## config.mk

```make
export PLATFORM = sky130hd
export DESIGN_NAME = cfg_access_router
export DESIGN_NICKNAME = d
export VERILOG_FILES = /design/src/rtl/cfg_router_pkg.sv /design/src/rtl/cfg_addr_reg.sv /design/src/rtl/cfg_target_decode.sv /design/src/rtl/cfg_access_router.sv
export SDC_FILE = /design/constraint.sdc
export NUM_CORES = 1
export LEC_CHECK = 0
export ABC_CLOCK_PERIOD_IN_PS = 5590
export CAP_MARGIN = 20
export CELL_PAD_IN_SITES_DETAIL_PLACEMENT = 1
export CELL_PAD_IN_SITES_GLOBAL_PLACEMENT = 2
export CORE_ASPECT_RATIO = 1.1
export CORE_MARGIN = 1.5
export CORE_UTILIZATION = 25
export DETAILED_ROUTE_END_ITERATION = 10
export HOLD_SLACK_MARGIN = 0.05
export PLACE_DENSITY_LB_ADDON = 0.1
export SYNTH_ARGS = -nofsm -noshare
export SYNTH_HDL_FRONTEND = slang
export SYNTH_SLANG_ARGS = --single-unit
```

## constraint.sdc

```tcl
create_clock -name clk_i -period 5.59 [get_ports clk_i]
set_input_delay 1.118 -clock clk_i [delete_from_list [all_inputs] [get_ports clk_i]]
set_output_delay 1.118 -clock clk_i [all_outputs]
set_load 0.005 [all_outputs]
```

## src/rtl/cfg_router_pkg.sv

```systemverilog
package cfg_router_pkg;
  localparam int unsigned DW     = 32;
  localparam int unsigned BE_W   = 4;
  localparam int unsigned BUS_W  = 8;
  localparam int unsigned DEV_W  = 5;
  localparam int unsigned FUNC_W = 3;
  localparam int unsigned IDX_W  = 6;
  // writable bits of the address register
  localparam logic [DW-1:0] AREG_MASK = 32'h80FF_FFFC;

  typedef struct packed {
    logic              en;
    logic [BUS_W-1:0]  bus;
    logic [DEV_W-1:0]  dev;
    logic [FUNC_W-1:0] func;
    logic [IDX_W-1:0]  idx;
  } cfg_ptr_t;

  typedef enum logic [2:0] {
    RT_PASS,
    RT_AREG_WR,
    RT_AREG_RD,
    RT_LOCAL,
    RT_ABSENT,
    RT_HUB
  } route_e;

  typedef enum logic [1:0] {
    ST_IDLE,
    ST_HUB,
    ST_ACK
  } state_e;
endpackage

```

## src/rtl/cfg_addr_reg.sv

```systemverilog
module cfg_addr_reg
  import cfg_router_pkg::*;
(
  input  logic          clk_i,
  input  logic          rst_ni,
  input  logic          load_i,
  input  logic [DW-1:0] wdata_i,
  output cfg_ptr_t      ptr_o,
  output logic [DW-1:0] rdata_o
);
  logic [DW-1:0] areg_q;

  always_ff @(posedge clk_i or negedge rst_ni) begin
    if (!rst_ni)     areg_q <= '0;
    else if (load_i) areg_q <= wdata_i & AREG_MASK;
  end

  assign rdata_o    = areg_q;
  assign ptr_o.en   = areg_q[31];
  assign ptr_o.bus  = areg_q[23:16];
  assign ptr_o.dev  = areg_q[15:11];
  assign ptr_o.func = areg_q[10:8];
  assign ptr_o.idx  = areg_q[7:2];
endmodule

```

## src/rtl/cfg_target_decode.sv

```systemverilog
module cfg_target_decode
  import cfg_router_pkg::*;
#(
  parameter int unsigned          IO_AW     = 16,
  parameter logic [IO_AW-1:0]     ADDR_PORT = 16'hCF8,
  parameter logic [IO_AW-1:0]     DATA_PORT = 16'hCFC,
  parameter int unsigned          N_LOCAL   = 3
) (
  input  logic [IO_AW-1:0]   io_addr_i,
  input  logic               io_we_i,
  input  logic [BE_W-1:0]    io_be_i,
  input  cfg_ptr_t           ptr_i,
  output route_e             route_o,
  output logic [N_LOCAL-1:0] local_sel_o
);
  localparam logic [IO_AW-1:0] LANE_BITS = IO_AW'(3);

  logic hit_areg, hit_win, local_dev;

  // dword match, byte lane bits ignored
  assign hit_areg  = (io_addr_i | LANE_BITS) == (ADDR_PORT | LANE_BITS);
  assign hit_win   = (io_addr_i | LANE_BITS) == (DATA_PORT | LANE_BITS);
  assign local_dev = (ptr_i.bus == '0) && (32'(ptr_i.dev) < N_LOCAL);

  always_comb begin
    route_o = RT_PASS;
    if (hit_areg) begin
      if (!io_we_i)               route_o = RT_AREG_RD;
      else if (io_be_i == '1)     route_o = RT_AREG_WR;
    end else if (hit_win && ptr_i.en) begin
      if (!local_dev)             route_o = RT_HUB;
      else if (ptr_i.func == '0)  route_o = RT_LOCAL;
      else                        route_o = RT_ABSENT;
    end
  end

  for (genvar g = 0; g < N_LOCAL; g++) begin : g_sel
    assign local_sel_o[g] = (route_o == RT_LOCAL) && (ptr_i.dev == DEV_W'(g));
  end
endmodule

```

## src/rtl/cfg_access_router.sv

```systemverilog
module cfg_access_router
  import cfg_router_pkg::*;
#(
  parameter int unsigned      IO_AW     = 16,
  parameter logic [IO_AW-1:0] ADDR_PORT = 16'hCF8,
  parameter logic [IO_AW-1:0] DATA_PORT = 16'hCFC,
  parameter int unsigned      N_LOCAL   = 3
) (
  input  logic                  clk_i,
  input  logic                  rst_ni,
  input  logic                  io_req_i,
  input  logic                  io_we_i,
  input  logic [IO_AW-1:0]      io_addr_i,
  input  logic [3:0]            io_be_i,
  input  logic [31:0]           io_wdata_i,
  output logic                  io_ack_o,
  output logic                  io_pass_o,
  output logic [31:0]           io_rdata_o,
  output logic [N_LOCAL-1:0]    dev_req_o,
  output logic                  dev_we_o,
  output logic [5:0]            dev_idx_o,
  output logic [3:0]            dev_be_o,
  output logic [31:0]           dev_wdata_o,
  input  logic [32*N_LOCAL-1:0] dev_rdata_i,
  output logic                  hub_req_o,
  output logic                  hub_we_o,
  output logic [7:0]            hub_bus_o,
  output logic [4:0]            hub_dev_o,
  output logic [2:0]            hub_func_o,
  output logic [5:0]            hub_idx_o,
  output logic [3:0]            hub_be_o,
  output logic [31:0]           hub_wdata_o,
  input  logic                  hub_ready_i,
  input  logic [31:0]           hub_rdata_i
);
  state_e             state_q;
  cfg_ptr_t           ptr;
  logic [DW-1:0]      areg_rdata;
  route_e             route;
  logic [N_LOCAL-1:0] local_sel;
  logic [DW-1:0]      local_rdata;
  logic               accept;
  logic [DW-1:0]      rdata_q;
  logic               pass_q;
  cfg_ptr_t           hub_ptr_q;
  logic               hub_we_q;
  logic [BE_W-1:0]    hub_be_q;
  logic [DW-1:0]      hub_wdata_q;

  assign accept = (state_q == ST_IDLE) && io_req_i;

  cfg_addr_reg u_areg (
    .clk_i   (clk_i),
    .rst_ni  (rst_ni),
    .load_i  (accept && (route == RT_AREG_WR)),
    .wdata_i (io_wdata_i),
    .ptr_o   (ptr),
    .rdata_o (areg_rdata)
  );

  cfg_target_decode #(
    .IO_AW     (IO_AW),
    .ADDR_PORT (ADDR_PORT),
    .DATA_PORT (DATA_PORT),
    .N_LOCAL   (N_LOCAL)
  ) u_dec (
    .io_addr_i   (io_addr_i),
    .io_we_i     (io_we_i),
    .io_be_i     (io_be_i),
    .ptr_i       (ptr),
    .route_o     (route),
    .local_sel_o (local_sel)
  );

  always_comb begin
    local_rdata = '0;
    for (int i = 0; i < N_LOCAL; i++)
      if (local_sel[i]) local_rdata = local_rdata | dev_rdata_i[i*DW +: DW];
  end

  // internal register ports: one-cycle strobe on acceptance
  assign dev_req_o   = accept ? local_sel : '0;
  assign dev_we_o    = io_we_i;
  assign dev_idx_o   = ptr.idx;
  assign dev_be_o    = io_be_i;
  assign dev_wdata_o = io_wdata_i;

  always_ff @(posedge clk_i or negedge rst_ni) begin
    if (!rst_ni) begin
      state_q     <= ST_IDLE;
      rdata_q     <= '0;
      pass_q      <= 1'b0;
      hub_ptr_q   <= '0;
      hub_we_q    <= 1'b0;
      hub_be_q    <= '0;
      hub_wdata_q <= '0;
    end else begin
      unique case (state_q)
        ST_IDLE: if (io_req_i) begin
          state_q <= ST_ACK;
          rdata_q <= '0;
          pass_q  <= 1'b0;
          unique case (route)
            RT_AREG_RD: rdata_q <= areg_rdata;
            RT_LOCAL:   if (!io_we_i) rdata_q <= local_rdata;
            RT_ABSENT:  if (!io_we_i) rdata_q <= '1;
            RT_HUB: begin
              state_q     <= ST_HUB;
              hub_ptr_q   <= ptr;
              hub_we_q    <= io_we_i;
              hub_be_q    <= io_be_i;
              hub_wdata_q <= io_wdata_i;
            end
            RT_PASS:    pass_q <= 1'b1;
            default: ;
          endcase
        end
        ST_HUB: if (hub_ready_i) begin
          state_q <= ST_ACK;
          rdata_q <= hub_we_q ? '0 : hub_rdata_i;
        end
        default: begin
          state_q <= ST_IDLE;
          pass_q  <= 1'b0;
        end
      endcase
    end
  end

  assign io_ack_o    = (state_q == ST_ACK);
  assign io_pass_o   = pass_q;
  assign io_rdata_o  = rdata_q;

  assign hub_req_o   = (state_q == ST_HUB);
  assign hub_we_o    = hub_we_q;
  assign hub_bus_o   = hub_ptr_q.bus;
  assign hub_dev_o   = hub_ptr_q.dev;
  assign hub_func_o  = hub_ptr_q.func;
  assign hub_idx_o   = hub_ptr_q.idx;
  assign hub_be_o    = hub_be_q;
  assign hub_wdata_o = hub_wdata_q;

  logic unused_en;
  assign unused_en = hub_ptr_q.en;
endmodule

```

==> summary.md <==
| Metric | Value |
|---|---|
| Status | `finished, final reports clean` |
| Critical Path Start Type | `input pin` |
| Vias per inst | `roughly 4.8` |
| Worst-path clk slew | `about 50 ps` |
| Worst Skew | `about 12 ps` |
| Postcts setup bufs | `0` |
| Synth warn | `0` |
| Layout cells sized above 1 | `0.161` |
| WHS | `between 500 and 600 ps` |
| Largest net degree at the start of global routing | `between 70 and 80` |
| Total global routing overflow | `0` |
| Max Slew Vio Count | `0` |
| Worst Path Max Fanout | `4` |
| First-pass DRT Iterations | `5` |
| Unique masters post-synth | `42` |
| Max Freq | `between 0.2 and 0.25 GHz` |
| Register area share after synthesis | `0.460` |
| Clk buf depth | `2` |
| Clock tree sinks | `approximately 120` |
| First-pass GRT wire length | `about 38,000 µm` |
| Ratio of final minimum period to clock period | `0.849` |
| Total power | `between 2 and 2.5 mW` |
| Gpl congestion | `between 0.7 and 0.8` |
| Top cells by area, synth | `dfrtp_1, mux2_2, buf_4, mux2i_1, nand2_1` |
| Via count | `slightly below 6,000` |
| Max Cap Violations | `0` |
| Max VDD drop | `203 µV` |
| Vias in the first global route | `approximately 6,500` |
| Starting Density | `0.253` |
| Syn Nets | `roughly 800` |
| Syn_area_per_cell | `about 10 µm²` |
| TNS Setup | `0 ps` |
| Most common cell in the netlist | `dfrtp_1` |
| Root Driver | `clkbuf_16` |
| Post-synth ARST share | `1.00` |
| DRC Markers | `0` |
| Die height | `170 µm` |
| Die width | `between 150 and 200 µm` |
| Multi-input logic area | `roughly 2900 µm²` |
| Total track usage | `0.188` |
| CTS-repair resized insts | `0` |
| Area occupied by registers | `2930 µm²` |
| Worst EP required | `4470 ps` |
| Die area | `around 26,000 µm²` |
| Number of synthesized flops with an enable pin | `0` |
| DP HPWL | `about 19,000 µm` |
| Synth cell count leaders | `dfrtp_1, mux2_2, nand2_1, buf_4, o21ai_0` |
| Minimum clock period | `about 4700 ps` |
| Lkg Pwr | `approximately 4.3 nW` |
| RSZ-0062 raised after global routing | `false` |
| WP data arrival | `3630 ps` |
| Setup violators final | `0` |
| Flops & latches, synth | `around 120` |
| NumNets Final | `between 1,000 and 1,500` |
| Syn Inst Count | `609` |
| Least-Margin Pin Slew | `about 1100 ps` |
| Worst Hold Depth | `2` |
| Final number of hold-violating endpoints | `0` |
| Final Non-Filler Cells | `~1,200` |
| Port Buf Inserts | `322` |
| Worst slew margin | `0.282` |
| Placed insts | `about 1,200` |
| CTS Buf Count | `17` |
| Core area | `about 25,000 µm²` |
| ANT cells | `0` |
| WL per Instance | `20.5 µm` |
| # fillers | `2,728` |
| Area grow syn2layout | `61.2%` |
| Initial antenna violation count | `0` |
| Hold WC Path Type | `reg -> reg` |
| Hold buffers post-CTS | `0` |
| Synthesized cell area | `6360 µm²` |
| Clk Latency, worst-skew pair | `around 420 ps` |
| Pwr/cell area | `about 230 nW/µm²` |
| Post-synth top area share | `0.460` |
| Worst setup EP type | `output port` |
| Top FF cell, synth | `dfrtp_1` |
| Final WL | `24,800 µm` |
| H-tree depth | `4` |
| Iter 0 DRT Violations | `between 100 and 150` |
| Setup CP Type | `in -> out` |
| CTS tree | `done` |
| # IOs | `approximately 330` |
| Synth area leader | `dfrtp_1` |
| Reg2Reg Depth | `6` |
| ANT nets after route | `0` |
| Row cnt | `slightly above 60` |
## worst max-delay path, cell delays in order
cell	delay, ps
clkdlybuf4s50_1	400
or3_4	410
nor4_1	500
nand4_1	380
nor3b_1	290
clkdlybuf4s50_1	530
## layout make-up
cell class	count	area share
Sequential cell	117	0.286
Tap cell	315	0.0384
Clock inverter	12	0.0159
Timing Repair Buffer	338	0.327
Clock buffer	20	0.0455
Inverter	1	0.000366
Multi-Input combinational cell	404	0.288
## routing by layer
metal,up-vias,track usage,share of wire
met5,-,0,0
met4,0,0.0652,0.024
met3,33,0.0563,0.071
met2,218,0.312,0.48
met1,2858,0.231,0.43
li1,2717,-,-
## sequential cells by signal, indices dropped and copies added, names as in the netlist
signal and flops:
hub_wdata_o 32, io_rdata_o 32, u_areg.rdata_o 23, hub_bus_o 8, hub_idx_o 6, hub_dev_o 5, hub_be_o 4, hub_func_o 3
state_q 2, hub_we_o 1, io_pass_o 1
## logic make-up after synthesis
family / synth area share
muxes: 0.201
AOI/OAI and AO/OA: 0.152
buffers and inverters: 0.0818
and+or+nand+nor: 0.105
DFF: 0.460
## report_power, final
| part | internal [mW] | leakage, nW | total [mW] | switching, mW |
|---|---|---|---|---|
| combinational | 0.208 | 2.38 | 0.325 | 0.117 |
| sequential | 0.869 | 1.60 | 0.884 | 0.0154 |
| clock | 0.744 | 0.304 | 1.17 | 0.428 |
## through the flow
stage / area (µm²) / worst slack, ps / util
after CTS: 10200 / 777 / 0.408
after global placement: 9610 / 773 / 0.383
after global routing: 10300 / 634 / 0.408
final: 10300 / 843 / 0.408
after floorplan: 6360 / 2220 / -
after detailed placement: 9610 / 777 / 0.383
## path summary, 6_finish.rpt
check / startpoint / end / slack (ps)
worst min-delay path: io_rdata_o[30] / io_rdata_o[30] / 500
max in group asynchronous: rst_ni / u_areg.rdata_o[11] / 3690
worst max register to register: u_areg.rdata_o[14] / hub_bus_o[7] / 2500
worst max-delay path: io_addr_i[13] / dev_req_o[1] / 840
min in group asynchronous: rst_ni / hub_wdata_o[28] / 700
worst min register to register: io_rdata_o[30] / io_rdata_o[30] / 500
## layout by cell type (no fill, tap or decap), drive strengths merged, types with 2 or more instances in the layout
master / Yosys / final
and3: 8 / 8
mux2i: 32 / 32
nor3: 7 / 7
bufinv: 0 / 3
nand2: 60 / 60
a21o: 2 / 2
mux2: 82 / 82
clkinv: 0 / 2
o22ai: 12 / 12
inv: 1 / 6
o21ai: 38 / 38
clkinvlp: 0 / 2
nand2b: 2 / 2
clkdlybuf4s50: 0 / 321
nor4: 6 / 6
nor2: 18 / 18
nor2b: 4 / 4
nor3b: 3 / 3
nand3: 15 / 15
a31oi: 22 / 22
buf: 58 / 16
dfrtp: 117 / 117
nand3b: 2 / 2
a211oi: 11 / 11
or3: 2 / 2
a221o: 10 / 10
o2bb2ai: 2 / 2
a21boi: 23 / 23
clkbuf: 29 / 21
nand4: 4 / 4
a21oi: 33 / 33
Power figures use the tool's default switching activity.
